**src/rtl/hiz_pkg.sv**
```systemverilog
// Package: shared constants and mode decode for the Hi-Z shutdown controller.
// Assumes a 16-bit mode word with control bits in the top nibble.
package hiz_pkg;
    localparam int unsigned MODE_W       = 16;
    localparam int unsigned NUM_SRC      = 2;
    localparam int unsigned NUM_OUT      = 6;
    localparam int unsigned BIT_GROUPING = 15;
    localparam int unsigned BIT_SRC_SEL  = 14;
    localparam int unsigned BIT_HB_SW    = 13;
    localparam int unsigned BIT_SIX_BEMF = 12;

    typedef struct packed {
        logic half_bridge;
        logic use_cmp;
        logic hb_sw_release;
        logic six_bemf;
    } mode_ctl_t;

    function automatic mode_ctl_t decode_mode(input logic [MODE_W-1:0] m);
        mode_ctl_t c;
        c.half_bridge   = m[BIT_GROUPING];
        c.use_cmp       = m[BIT_SRC_SEL];
        c.hb_sw_release = m[BIT_HB_SW];
        c.six_bemf      = m[BIT_SIX_BEMF];
        return c;
    endfunction
endpackage

```
**src/rtl/hiz_mode_reg.sv**
```systemverilog
// Module: mode register with a guarded write.
// Assumes the enable field and run status are already in the clock domain.
module hiz_mode_reg #(
    parameter int unsigned W = 16
) (
    input  logic         clk,
    input  logic         rst_n,
    input  logic         wr_i,
    input  logic [W-1:0] wdata_i,
    input  logic [1:0]   hiz_en_i,
    input  logic [1:0]   chan_run_i,
    output logic [W-1:0] q_o
);
    logic wr_ok;
    assign wr_ok = wr_i && (hiz_en_i == 2'b00) && (chan_run_i == 2'b00);

    // Purpose: capture write data only when output control is idle.
    always_ff @(posedge clk) begin
        if (!rst_n)     q_o <= '0;
        else if (wr_ok) q_o <= wdata_i;
    end

    a_r2_write_blocked: assert property (@(posedge clk) disable iff (!rst_n)
        (wr_i && (hiz_en_i != 2'b00 || chan_run_i != 2'b00)) |=> $stable(q_o));
endmodule

```
**src/rtl/hiz_fault_input.sv**
```systemverilog
// Module: one fault channel - synchronizes both candidate inputs, selects
// one, applies the polarity, and detects active/inactive edges.
// Assumes SYNC_STAGES >= 2; the inputs are asynchronous levels.
module hiz_fault_input #(
    parameter int unsigned SYNC_STAGES = 2
) (
    input  logic clk,
    input  logic rst_n,
    input  logic ext_i,
    input  logic cmp_i,
    input  logic use_cmp_i,
    input  logic invert_i,
    output logic rise_o,
    output logic fall_o
);
    localparam int unsigned MSB = SYNC_STAGES - 1;

    logic [MSB:0] ext_sync;
    logic [MSB:0] cmp_sync;
    logic         active;
    logic         active_q;

    // Purpose: multi-flop synchronizers for both raw inputs.
    always_ff @(posedge clk) begin
        if (!rst_n) begin
            ext_sync <= '0;
            cmp_sync <= '0;
        end else begin
            ext_sync <= {ext_sync[MSB-1:0], ext_i};
            cmp_sync <= {cmp_sync[MSB-1:0], cmp_i};
        end
    end

    assign active = (use_cmp_i ? cmp_sync[MSB] : ext_sync[MSB]) ^ invert_i;

    // Purpose: delayed copy of the active level for edge detection.
    always_ff @(posedge clk) begin
        if (!rst_n) active_q <= 1'b0;
        else        active_q <= active;
    end

    assign rise_o = active & ~active_q;
    assign fall_o = ~active & active_q;
endmodule

```
**src/rtl/hiz_src_latch.sv**
```systemverilog
// Module: per-source fault latch with a release armed by the inactive edge
// or a cancel strobe, then taken on a later period pulse.
// Assumes rise/fall are one-cycle pulses from the edge detector.
module hiz_src_latch (
    input  logic clk,
    input  logic rst_n,
    input  logic enable_i,
    input  logic rise_i,
    input  logic fall_i,
    input  logic sw_cancel_i,
    input  logic period_i,
    input  logic auto_rel_i,
    output logic latched_o
);
    logic pending;
    logic arm;

    assign arm = auto_rel_i ? fall_i : sw_cancel_i;

    // Purpose: set on active edge, arm release, release on period boundary.
    always_ff @(posedge clk) begin
        if (!rst_n || !enable_i) begin
            latched_o <= 1'b0;
            pending   <= 1'b0;
        end else if (rise_i) begin
            latched_o <= 1'b1;
            pending   <= 1'b0;
        end else if (latched_o) begin
            if (pending && period_i) begin
                latched_o <= 1'b0;
                pending   <= 1'b0;
            end else if (arm) begin
                pending   <= 1'b1;
            end
        end
    end

    a_r9_set_on_edge: assert property (@(posedge clk) disable iff (!rst_n)
        $rose(latched_o) |-> $past(rise_i));
    a_r10_release_on_period: assert property (@(posedge clk) disable iff (!rst_n)
        $fell(latched_o) |-> ($past(period_i) || !$past(enable_i)));
endmodule

```
**src/rtl/hiz_shutdown_ctrl.sv**
```systemverilog
// Module: top of the Hi-Z shutdown controller. Decodes the mode, runs two
// fault channels, and maps the latched faults onto the six-output mask.
// Assumes period and cancel inputs are one-cycle pulses in clk's domain.
module hiz_shutdown_ctrl #(
    parameter int unsigned SYNC_STAGES = 2
) (
    input  logic                       clk,
    input  logic                       rst_n,
    input  logic [1:0]                 ext_off_i,
    input  logic [1:0]                 cmp_i,
    input  logic                       period_pulse_i,
    input  logic                       sw_cancel_i,
    input  logic [1:0]                 chan_run_i,
    input  logic [1:0]                 hiz_en_i,
    input  logic                       mode_wr_i,
    input  logic [15:0]                mode_wdata_i,
    output logic [15:0]                mode_q_o,
    output logic [5:0]                 hiz_mask_o,
    output logic                       fault_o
);
    import hiz_pkg::*;

    mode_ctl_t          ctl;
    logic               enable;
    logic [NUM_SRC-1:0] rise;
    logic [NUM_SRC-1:0] fall;
    logic [NUM_SRC-1:0] latched;
    logic [NUM_SRC-1:0] auto_rel;
    logic [NUM_SRC-1:0] invert;
    logic [NUM_OUT-1:0] six_mask;
    logic [NUM_OUT-1:0] half_mask;

    hiz_mode_reg #(.W(MODE_W)) u_mode (
        .clk        (clk),
        .rst_n      (rst_n),
        .wr_i       (mode_wr_i),
        .wdata_i    (mode_wdata_i),
        .hiz_en_i   (hiz_en_i),
        .chan_run_i (chan_run_i),
        .q_o        (mode_q_o)
    );

    assign ctl    = decode_mode(mode_q_o);
    assign enable = (hiz_en_i != 2'b00);

    // Per-source release policy and polarity.
    assign auto_rel[0] = ctl.half_bridge ? ~ctl.hb_sw_release : 1'b1;
    assign auto_rel[1] = ctl.half_bridge ? ~ctl.hb_sw_release : ctl.six_bemf;
    assign invert[0]   = ~ctl.half_bridge & ctl.six_bemf;
    assign invert[1]   = 1'b0;

    for (genvar s = 0; s < NUM_SRC; s++) begin : g_src
        hiz_fault_input #(.SYNC_STAGES(SYNC_STAGES)) u_in (
            .clk       (clk),
            .rst_n     (rst_n),
            .ext_i     (ext_off_i[s]),
            .cmp_i     (cmp_i[s]),
            .use_cmp_i (ctl.use_cmp),
            .invert_i  (invert[s]),
            .rise_o    (rise[s]),
            .fall_o    (fall[s])
        );

        hiz_src_latch u_latch (
            .clk         (clk),
            .rst_n       (rst_n),
            .enable_i    (enable),
            .rise_i      (rise[s]),
            .fall_i      (fall[s]),
            .sw_cancel_i (sw_cancel_i),
            .period_i    (period_pulse_i),
            .auto_rel_i  (auto_rel[s]),
            .latched_o   (latched[s])
        );
    end

    assign six_mask  = {NUM_OUT{|latched}};
    assign half_mask = {latched[1], latched[1], 2'b00, latched[0], latched[0]};

    // Purpose: choose the output grouping and gate by the enable field.
    always_comb begin
        if (!enable)              hiz_mask_o = '0;
        else if (ctl.half_bridge) hiz_mask_o = half_mask;
        else                      hiz_mask_o = six_mask;
    end

    assign fault_o = |latched;

    a_r12_clear_when_off: assert property (@(posedge clk) disable iff (!rst_n)
        $past(hiz_en_i == 2'b00) |-> !fault_o);
    a_r3_all_six: assert property (@(posedge clk) disable iff (!rst_n)
        (!mode_q_o[BIT_GROUPING] && enable && fault_o) |-> (hiz_mask_o == 6'h3F));
    a_r4_middle_pair_free: assert property (@(posedge clk) disable iff (!rst_n)
        mode_q_o[BIT_GROUPING] |-> (hiz_mask_o[3:2] == 2'b00));
endmodule

```
**config.mk**
```make
export PLATFORM = sky130hd
export DESIGN_NAME = hiz_shutdown_ctrl
export DESIGN_NICKNAME = d
export VERILOG_FILES = /design/src/rtl/hiz_pkg.sv /design/src/rtl/hiz_mode_reg.sv /design/src/rtl/hiz_fault_input.sv /design/src/rtl/hiz_src_latch.sv /design/src/rtl/hiz_shutdown_ctrl.sv
export SDC_FILE = /design/constraint.sdc
export NUM_CORES = 1
export LEC_CHECK = 0
export ABC_AREA = 1
export ABC_CLOCK_PERIOD_IN_PS = 1600
export BUFFER_PORTS_ARGS = -buffer_cell sky130_fd_sc_hd__buf_2
export CAP_MARGIN = 15
export CORE_ASPECT_RATIO = 1.75
export CORE_MARGIN = 2
export CORE_UTILIZATION = 54
export DETAILED_ROUTE_END_ITERATION = 10
export GPL_ROUTABILITY_DRIVEN = 0
export GPL_TIMING_DRIVEN = 0
export HOLD_SLACK_MARGIN = 0.08
export MAX_ROUTING_LAYER = met4
export PLACE_DENSITY = 0.84
export SLEW_MARGIN = 20
export SYNTH_ARGS = -nofsm -noshare
export SYNTH_HDL_FRONTEND = slang
export SYNTH_HIERARCHICAL = 1
export SYNTH_SLANG_ARGS = --single-unit
```
**constraint.sdc**
```tcl
create_clock -name clk -period 1.6 [get_ports clk]
set_input_delay 0 -clock clk [delete_from_list [all_inputs] [get_ports clk]]
set_output_delay 0 -clock clk [all_outputs]
set_load 0.01 [all_outputs]
```
Word-level counts from Yosys, hierarchy flattened
Index checks and enable logic that the tools add are counted.
{"block": "word_totals", "wordCells": 58, "out_inout_bits": 23, "in_bits": 29, "regBits": 30}
{"block": "op_classes", "n_bitwise": 12, "reduce_logical": 17, "mux": 18}
{"operator": "$mux W1", "count": 16}
{"operator": "$mux W6", "count": 2}
{"operator": "$not A1 Y1", "count": 6}
{"operator": "$reduce_bool A2 Y1", "count": 3}
{"operator": "$reduce_or A2 Y1", "count": 3}
{"operator": "$and A1 B1 Y1", "count": 5}
{"operator": "$logic_and A1 B1 Y1", "count": 4}
{"operator": "$logic_not A2 Y1", "count": 2}
{"operator": "$reduce_and A2 Y1", "count": 2}
{"operator": "$logic_not A1 Y1", "count": 2}
{"operator": "$logic_or A1 B1 Y1", "count": 1}
{"operator": "$xor A1 B1 Y1", "count": 1}

Logic depth before layout (Yosys ltp)
Gate-level depths: netlist (run 1).
{"block": "depth", "ltp_word": 8, "ltp_mapped": 10, "ltp_nobuf": 10}

Cells and area by module
The synthesis (run 1) kept the hierarchy.
{"module": "hiz_mode_reg", "cells_each": 138, "area_each_um2": 859.6, "seq_area_each_um2": 320.3, "instances": 1}
{"module": "hiz_fault_input", "cells_each": 32, "area_each_um2": 206.4, "seq_area_each_um2": 100.1, "instances": 2}
{"module": "hiz_src_latch", "cells_each": 17, "area_each_um2": 115.1, "seq_area_each_um2": 40.0, "instances": 2}
{"module": "hiz_shutdown_ctrl", "cells_each": 22, "area_each_um2": 102.6, "seq_area_each_um2": 0.0, "instances": 1}

Worst setup path after synthesis (run 1)
Ideal clock, no wire load.
{"block": "synth_timing", "path_kind": "reg-to-reg", "startpoint": "reg u_mode.q_o[12]", "endpoint": "reg g_src[0].u_latch.pending", "arrival_time_ps": 1048, "setup_time_ps": 113, "period_less_slack_ps": 1161, "path_slack_ps": 439, "path_stages_with_launch": 10, "required_ps": 1487, "path_cell_list": "dfxtp_1 -> inv_1 -> nor2_1 -> inv_1 -> nand3_1 -> nand2_1 -> nor2_1 -> nor2_2 -> nand2_1 -> a21oi_2"}
{"block": "synth_between", "elab_cells_between_ends": 9, "classes_between": "mux: 1; bitwise: 5; reduce/logical: 3"}
{"item": "from (decl)", "line": "hiz_mode_reg.sv:12", "source": "output logic [W-1:0] q_o"}
{"item": "from (signal assigned)", "line": "hiz_mode_reg.sv:20", "source": "else if (wr_ok) q_o <= wdata_i;"}
{"item": "$and A1 B1 Y1", "line": "hiz_shutdown_ctrl.sv:49", "source": "assign invert[0] = ~ctl.half_bridge & ctl.six_bemf;"}
{"item": "named net invert[0]", "line": "hiz_shutdown_ctrl.sv:29", "source": "logic [NUM_SRC-1:0] invert;"}
{"item": "$xor A1 B1 Y1", "line": "hiz_fault_input.sv:34", "source": "assign active = (use_cmp_i ? cmp_sync[MSB] : ext_sync[MSB]) ^ invert_i;"}
{"item": "$and A1 B1 Y1", "line": "hiz_fault_input.sv:42", "source": "assign rise_o = active & ~active_q;"}
{"item": "named net rise[0]", "line": "hiz_shutdown_ctrl.sv:25", "source": "logic [NUM_SRC-1:0] rise;"}
{"item": "$reduce_or A2 Y1 (no source line)"}
{"item": "to (signal assigned)", "line": "hiz_src_latch.sv:24", "source": "pending <= 1'b0;"}
{"item": "to (signal assigned)", "line": "hiz_src_latch.sv:27", "source": "pending <= 1'b0;"}
{"item": "to (signal assigned)", "line": "hiz_src_latch.sv:31", "source": "pending <= 1'b0;"}
{"item": "to (decl)", "line": "hiz_src_latch.sv:15", "source": "logic pending;"}
The timed path passes the listed nets, and every way through them passes these cells.
A chain may end at the register's enable or synchronous reset.

==> key figures, run 1 <==
Setup path
  • WP depth: 6
  • Data required time of the worst path: 1.82 ns
  • WP buf/inv: 4
  • Critical R2R Launch: u_mode/q_o[15]$_SDFFE_PN0P_
  • Setup crit end: u_mode/q_o[10]$_SDFFE_PN0P_
  • Largest stage delay on the critical path: ~0.52 ns
  • FF-to-FF setup slack: 0.32 ns
  • Crit Reg-Reg Endpoint: g_src[0].u_latch/pending$_SDFFE_PP0P_
  • Arrival time at the worst endpoint: 1.68 ns
  • CP Cell Sequence: dlygate4sd3_1 -> buf_2 -> clkbuf_1 -> clkbuf_1 -> nand2_1 -> nor2_1
  • CP startpoint kind: input pin
  • Crit-path slowest cell: dlygate4sd3_1
  • Crit. Startpoint: rst_n
  • Crit-path most repeated cell: clkbuf_1
  • CP Class: input pin to flip-flop
  • Setup crit end kind: flip-flop
  • Worst-path maximum fanout: 13
  • CP top delay family: buffers and inverters
  • R2R cell count: 8

CTS
  • Resize count post-CTS: 0
  • Post-CTS setup buffers: 0
  • Worst-Skew Late Latency: about 0.28 ns
  • Worst-path clk slew: 0.06 ns
  • Total CTS buffers: 5
  • Clock Root Buffer: clkbuf_8
  • Clock Sinks: 30
  • CTS tree: yes
  • CTS hold repair buffers: 27
  • H-tree levels: 2
  • Max clock buf depth: 2

Pwr
  • Leak: ~1.3 nW
  • Power Dens Cells: ~800 nW/um^2
  • Maximum VDD drop: just under 0.8 mV
  • Total power: between 1.5 and 2 mW

Yosys
  • Top post-synthesis cells by area: dfxtp_1 37%, inv_1 19%, nand2_1 15%, nor2_1 6.8%, nand4_1 6.2%
  • Post-synthesis adder-cell area fraction: 0%
  • Synth Area per Inst: 6.22 um^2
  • Distinct cells, synth: 19
  • Post-Synth Simple-Gate Area: between 30 and 40%
  • Proportion of synthesized area in mux cells: 0%
  • Seq/Total Area, Yosys: around 37%
  • Yosys warns: 6
  • Syn Std Cell Area: around 1600 um^2
  • Cell count after synthesis: 258
  • Yosys reg bits: 30
  • Share of the synthesized area in the top cell type: 37.4%
  • Largest family of logic cells by synthesized area: simple AND/OR/NAND/NOR gates
  • Synth area leader: dfxtp_1
  • Compound-Gate Fraction of Synth Area: between 2 and 2.5%
  • Post-synthesis xor/xnor area fraction: 0%

Drt
  • Final ANT Viol Nets: 0
  • Final wirelength: approximately 4200 um
  • Residual DRC count: 0
  • DR iter-0 viols: 33
  • Routed WL per cell: approximately 11 um
  • TritonRoute pass-1 iters: 4
  • Detailed-route via count: ~1.7k
  • Routed vias/inst: roughly 4.6

STA
  • Setup Skew: 0.00118 ns
  • Final Hold Fails: 0
  • Final min period: approximately 1.5 ns
  • Final Cycle Share: approximately nine tenths
  • Final Max Slew Viols: 0
  • Max frequency: ~680 MHz
  • Setup TNS: 0 ns
  • RSZ-0062 raised after global routing: false
  • # setup viols final: 0

Layout
  • Share of cells above drive strength 1: approximately 23%
  • Area growth, synth to finish: 41.9%
  • Diodes inserted: 0
  • Nets@finish: around 370

Placed design
  • Dpl hpwl: ~2400 um
  • Port Buffers: 50

GRT
  • GR Util met2: 50.7%
  • Pin count of the biggest net entering global routing: 14
  • GRT Util Overall: between 20 and 30%
  • Aggregate global routing overflow: 0
  • Initial antenna violation count: 0
  • Met1 Track Usage GR: roughly 28%
  • GRT busiest layer: met2
  • GR Util met3: just over 8%
  • First-pass GRT wire length: between 7000 and 8000 um
  • Vias in the first global route: between 1.5k and 2k

Worst hold path
  • Hold wc startpoint: chan_run_i[0]
  • Hold Crit Class: input pin to flip-flop

Floorplan
  • # IOs: 52
  • Core Region: ~2900 um^2
  • Site Rows: 26
  • Die Area: 3440 um^2
  • Starting Density: ~56%
  • Die Y: 76.1 um
  • Die W: between 40 and 50 um

Outcome
  • Status: finished, final reports clean

Run
  • Max-cap violations: 0
-- cell type report --
class,instances,area [um^2]
Multi-Input combinational cell,139,647
Sequential cell,30,601
Fill cell,214,584
Timing Repair Buffer,77,520
Inverter,81,304
Clock buffer,8,110
Buffer,10,61.3
Tap cell,28,35.0
-- sequential cells by signal (all words and copies together) (netlist names) --
| register | cells |
|---|---|
| g_src.u_in/cmp_sync | 4 |
| g_src.u_latch/latched_o | 2 |
| g_src.u_in/active_q | 2 |
| g_src.u_latch/pending | 2 |
| u_mode/q_o | 16 |
| g_src.u_in/ext_sync | 4 |
-- kinds of logic (layout without fill, tap and decap cells) --
logic type             count (synthesis)  after routing
and+or+nand+nor                      131            131
DFF                                   30             30
AOI/OAI and AO/OA                      5              5
buffers and inverters                 91            176
other                                  1              3
-- per-stage QoR --
| step | area [um^2] | util (%) | setup slack [ns] | hold WS, ns | cells |
|---|---|---|---|---|---|
| 2_1_floorplan | 1610 | - | 0.439 | 0.0935 | 260 |
| 3_3_place_gp | 1900 | 66.3 | 0.355 | 0.178 | 338 |
| 3_5_place_dp | 1900 | 66.3 | 0.323 | 0.188 | 338 |
| 4_1_cts | 2280 | 79.6 | 0.215 | 0.0868 | 373 |
| 5_1_grt | 2280 | 79.6 | 0.0183 | 0.136 | 373 |
| 6_report | 2280 | 79.6 | 0.135 | 0.0963 | 373 |
-- report_power, final --
group	internal (mW)	switching, mW
Sequential	0.773	0.0157
Combinational	0.146	0.159
Clock	0.434	0.280
-- routing by layer --
metal | wire length, um | vias to the layer above | part of all wire, %
li1 | - | 904 | -
met1 | 1550 | 726 | 37
met2 | 2200 | 58 | 52
met3 | 232 | 22 | 5.5
met4 | 225 | 0 | 5.3
met5 | 0 | - | 0
-- layout by cell type (no fill, tap or decap) --
master and count:
nand2_2 4, a21oi_1 2, buf_6 1, nor2_4 2, dfxtp_1 30, dlygate4sd3_1 27
buf_2 54, a21oi_2 2, nand4_1 16, clkbuf_8 8, nor2_2 2, conb_1 3
buf_4 3, nand3_4 1, clkbuf_1 2, inv_1 81, nand2_1 65, o21a_1 1
nand3_1 10, nand3_2 2, nor2_1 29
-- worst min path at each step --
| stage | to | slack [ns] | cells past startpoint |
|---|---|---|---|
| 3_3_place_gp | g_src[1].u_in/ext_sync[0]$_SDFF_PN0_ | 0.18 | 3 |
| 3_5_place_dp | g_src[1].u_in/ext_sync[0]$_SDFF_PN0_ | 0.19 | 3 |
| 5_1_grt | u_mode/q_o[14]$_SDFFE_PN0P_ | 0.14 | 5 |
| 4_1_cts | u_mode/q_o[15]$_SDFFE_PN0P_ | 0.09 | 5 |
| 2_1_floorplan | g_src[0].u_in/cmp_sync[0]$_SDFF_PN0_ | 0.09 | 2 |
| 6_report | u_mode/q_o[15]$_SDFFE_PN0P_ | 0.1 | 5 |
-- tightest hold or removal path: cells and delay by family --
kind	cells	cell delay, ns
buffers and inverters	1	0.10
AND/OR/NAND/NOR	4	0.25
-- synth_stat cells --
master and number:
nand4_1 16, o21a_1 1, buf_6 1, buf_2 4, nand3_1 10, nor2_1 29, buf_4 3, inv_1 81
clkbuf_1 2, dfxtp_1 30, nand3_2 2, a21oi_2 2, nor2_2 2, nor2_4 2, conb_1 1, nand3_4 1
a21oi_1 2, nand2_1 65, nand2_2 4
No activity file was read; power rests on OpenSTA's default activity.
==> run 2, diff against run 1 <==
--- a/config.mk
+++ b/config.mk
@@ -10,16 +10,15 @@
 export BUFFER_PORTS_ARGS = -buffer_cell sky130_fd_sc_hd__buf_2
 export CAP_MARGIN = 15
 export CORE_ASPECT_RATIO = 1.75
-export CORE_MARGIN = 2
-export CORE_UTILIZATION = 54
+export CORE_MARGIN = 4
+export CORE_UTILIZATION = 51
 export DETAILED_ROUTE_END_ITERATION = 10
 export GPL_ROUTABILITY_DRIVEN = 0
 export GPL_TIMING_DRIVEN = 0
 export HOLD_SLACK_MARGIN = 0.08
 export MAX_ROUTING_LAYER = met4
-export PLACE_DENSITY = 0.84
+export PLACE_DENSITY = 0.83
 export SLEW_MARGIN = 20
 export SYNTH_ARGS = -nofsm -noshare
 export SYNTH_HDL_FRONTEND = slang
-export SYNTH_HIERARCHICAL = 1
 export SYNTH_SLANG_ARGS = --single-unit
==> run 2 against run 1 <==
Effect of this change:
- area after synthesis fell by 19%
- clock skew rose by 0.0023 ns
- power fell by 13%
- maximum frequency rose by 12%
- critical path depth did not move
- final cell count fell by 29%
- critical path type is now flip-flop to output pin
- critical endpoint is now hiz_mask_o[5]
- largest power group unchanged
- highest routed layer unchanged
==> key figures, run 2 <==
Yosys
  • Synth area leader: dfxtp_1
  • Post-synth top cells: 30 x dfxtp_1, 27 x inv_1, 24 x nand2_1, 15 x a21oi_2, 11 x o21ai_2
  • Seq/Total Area, Yosys: 45.9% (+8.5 points)
  • FFs w/ async S/R, synth: 0% (unchanged)
  • Most frequent cell after synthesis: dfxtp_1
  • Distinct cells, synth: 23 (+4)
  • Post-synth EDFFs: 0 (unchanged)
  • Post-synth top flop: dfxtp_1
  • Share of the synthesized area in the top cell type: 45.9% (+8.5 points)
  • Syn Std Cell Area: 1310 um^2 (-19%)
  • Cell count after synthesis: 154 (-40%)
  • Yosys warns: 0 (-6)
  • Yosys reg bits: 30 (unchanged)
  • Top post-synthesis cells by area: dfxtp_1 46%, a21oi_2 10%, inv_1 7.8%, o21ai_2 7.4%, nand2_1 6.9%
  • Syn nets: approximately 180
  • Synth Area per Inst: 8.49 um^2 (+36%)

Layout
  • Filler Cell Count: 175 (-18%)
  • Most frequent cells in the layout: 53 x buf_2, 30 x dfxtp_1, 27 x inv_1
  • Largest register FFs: 16 (unchanged)
  • End-of-flow core utilization: 78.5% (-1.1 points)
  • Non-Filler Instances: 264 (-29%)
  • Largest regs: u_mode.q_o (16), g_src.u_in.cmp_sync (4), g_src.u_in.ext_sync (4)
  • Nets@finish: 267 (-28%)
  • Commonest non-fill, non-tap cell in the layout: buf_2
  • Diodes inserted: 0 (unchanged)
  • Share of cells above drive strength 1: 41.6% (+19 points)
  • Biggest register: u_mode.q_o
  • Area growth, synth to finish: 47.8%

GRT
  • GRT Util Overall: 23.6% (-6.3 points)
  • Initial antenna violation count: 0 (unchanged)
  • Aggregate global routing overflow: 0 (unchanged)
  • Vias in the first global route: 1317 (-27%)
  • First-pass GRT wire length: 5660 um (-24%)
  • Pin count of the biggest net entering global routing: 11 (-3)

STA
  • # setup viols final: 0 (unchanged)
  • Final Hold Fails: 0 (unchanged)
  • Worst-margin pin slew: ~0.30 ns
  • RSZ-0062 raised after global routing: false
  • Slew HR: between 70% and 80%
  • Setup Skew: 0.00345 ns (+0.00227 ns)
  • Final Cycle Share: 82.0% (-9.6 points)
  • Setup TNS: 0 ns (unchanged)
  • Final Max Slew Viols: 0 (unchanged)
  • Max frequency: 762 MHz (+12%)
  • Final min period: 1.31 ns (-0.153 ns)

Outcome
  • Status: finished, final reports clean

CTS
  • Clock Sinks: 30 (unchanged)
  • Max clock buf depth: 2 (unchanged)
  • Worst-path clk slew: 0.06 ns (about the same)
  • Post-CTS setup buffers: 0 (unchanged)
  • H-tree levels: 2 (unchanged)
  • Total CTS buffers: 5 (unchanged)
  • CTS tree: yes
  • Worst-Skew Late Latency: 0.28 ns (about the same)
  • Clock Root Buffer: clkbuf_8

Setup path
  • Data required time of the worst path: 1.60 ns (-0.22 ns)
  • FF-to-FF setup slack: 0.52 ns (+0.20 ns)
  • Crit Reg-Reg Endpoint: g_src[1].u_latch.pending$_SDFFE_PP0P_
  • CP Class: flip-flop to output pin
  • CP top delay family: flip-flops
  • R2R cell count: 7 (-1)
  • Largest stage delay on the critical path: 0.41 ns (-0.11 ns)
  • WP buf/inv: 3 (-1)
  • Critical R2R Launch: u_mode.q_o[15]$_SDFFE_PN0P_
  • CP startpoint kind: flip-flop
  • Setup crit end kind: output pin
  • CP Cell Sequence: nor2_1 -> inv_1 -> nand2_1 -> a21oi_1 -> buf_4 -> buf_2
  • Worst-path maximum fanout: 5 (-8)
  • Arrival time at the worst endpoint: 1.31 ns (-0.37 ns)
  • Crit-path slowest cell: dfxtp_1

Floorplan
  • Die Y: 75.0 um (-1.5%)
  • Die W: 46.3 um (+2.3%)
  • Die Area: 3470 um^2 (+0.81%)
  • # IOs: 52 (unchanged)
  • Core Region: 2460 um^2 (-14%)
  • Site Rows: 24 (-7.7%)
  • Starting Density: 53.1% (-3.0 points)

Pwr
  • Switch share: 23.9% (-1.2 points)
  • Sequential share of power: 49.8% (+6.2 points)
  • Clock power frac: 34.6% (-4.9 points)
  • Power Dens Cells: 816 nW/um^2 (+2.8%)
  • Internal power: 1.20 mW (-11%)
  • Gate power share: 15.6% (-1.2 points)
  • Sw power: 0.377 mW (-17%)
  • Maximum VDD drop: 0.776 mV (+0.33%)
  • Leak: 0.913 nW (-29%)

Worst hold path
  • Hold Crit Class: input pin to flip-flop
  • Hold depth: 5 (unchanged)
  • Hold wc startpoint: sw_cancel_i
  • Min-Delay Endpoint: g_src[1].u_latch.pending$_SDFFE_PP0P_

Run
  • Max-cap violations: 0 (unchanged)

Drt
  • Routed WL per cell: 13.2 um (+17%)
  • Routed vias/inst: 5.02 (+9.5%)
  • DR iter-0 viols: 20 (-39%)
  • Final wirelength: 3480 um (-17%)
  • TritonRoute pass-1 iters: 4 (unchanged)
  • Residual DRC count: 0 (unchanged)
  • Detailed-route via count: 1325 (-23%)
  • Final ANT Viol Nets: 0 (unchanged)

Placed design
  • Dpl hpwl: 2270 um (-3.6%)
  • Placed insts: 231 (-32%)
  • Port Buffers: 51 (+2.0%)
==> run 2: cell count changes after synthesis, moves of 6 or more <==
cell / change
nand3_1: -9
o21ai_2: +11
nand2_1: -41
nor2_1: -21
o21ai_1: +6
a21oi_1: +6
inv_1: -54
nand4_1: -16
a21oi_2: +13
==> run 2: worst register-to-register path, cell delays in order, from the launching register on <==
cell and delay, ns:
dfxtp_1 0.40, inv_2 0.09, nand2_1 0.10, o21ai_1 0.09, nor2_1 0.10, nor2_1 0.05, a21oi_1 0.12, nor2_1 0.05
==> run 2: timing repair <==
action	4_1_cts	5_1_grt
gates resized for setup	0	0
hold buffers	26	0
hold endpoints to repair	23	0
==> run 2: power by group through the flow <==
stage | combinational, mW | sequential [mW] | clock [mW]
after floorplan | 0.106 | 0.802 | 0
after global placement | 0.185 | 0.799 | 0
after detailed placement | 0.193 | 0.800 | 0
after CTS | 0.243 | 0.784 | 0.565
after global routing | 0.270 | 0.787 | 0.603
final | 0.246 | 0.785 | 0.545
==> run 2: kinds of logic after synthesis <==
family / after synthesis / share of synthesized area (%)
AOI/OAI and AO/OA: 46 / 25.6
buffers and inverters: 38 / 14.0
DFF: 30 / 45.9
and+or+nand+nor: 40 / 14.5
==> run 2: how the worst max path moves through the flow <==
stage | start | to | slack [ns] | cells past startpoint
2_1_floorplan | u_mode.q_o[12]$_SDFFE_PN0P_ | g_src[0].u_latch.pending$_SDFFE_PP0P_ | 0.58 | 6
3_3_place_gp | u_mode.q_o[15]$_SDFFE_PN0P_ | g_src[1].u_latch.pending$_SDFFE_PP0P_ | 0.54 | 7
3_5_place_dp | u_mode.q_o[15]$_SDFFE_PN0P_ | g_src[1].u_latch.pending$_SDFFE_PP0P_ | 0.53 | 7
4_1_cts | g_src[0].u_latch.latched_o$_SDFF_PP0_ | hiz_mask_o[5] | 0.29 | 6
5_1_grt | g_src[0].u_latch.latched_o$_SDFF_PP0_ | hiz_mask_o[5] | 0.20 | 6
6_report | g_src[0].u_latch.latched_o$_SDFF_PP0_ | hiz_mask_o[5] | 0.29 | 6
==> run 2: layout make-up <==
type                    instances  area, um^2  area share (%)
inverters                      29         109            5.63
well taps                      26        32.5            1.68
clock buffers                   7        76.3            3.95
flip-flops and latches         30         601            31.1
multi-input cells              86         524            27.1
plain buffers                   9        73.8            3.82
repair buffers                 77         515            26.7
==> run 2: metrics by stage <==
step	instance area, um^2	hold slack (ns)	total power [mW]	setup slack [ns]
5_1_grt	1930	0.138	1.66	0.203
4_1_cts	1930	0.0984	1.59	0.285
6_report	1930	0.109	1.58	0.288
2_1_floorplan	1310	0.0976	0.908	0.577
3_3_place_gp	1600	0.181	0.984	0.540
3_5_place_dp	1600	0.188	0.993	0.530
==> run 2: per-layer routing <==
| metal | global-route usage (%) | vias up | wire, um | part of all wire (%) |
|---|---|---|---|---|
| li1 | - | 648 | - | - |
| met2 | 42.0 | 49 | 2010 | 58 |
| met5 | - | - | 0 | 0 |
| met4 | 11.1 | 0 | 111 | 3.2 |
| met3 | 6.22 | 10 | 216 | 6.2 |
| met1 | 22.4 | 618 | 1140 | 33 |
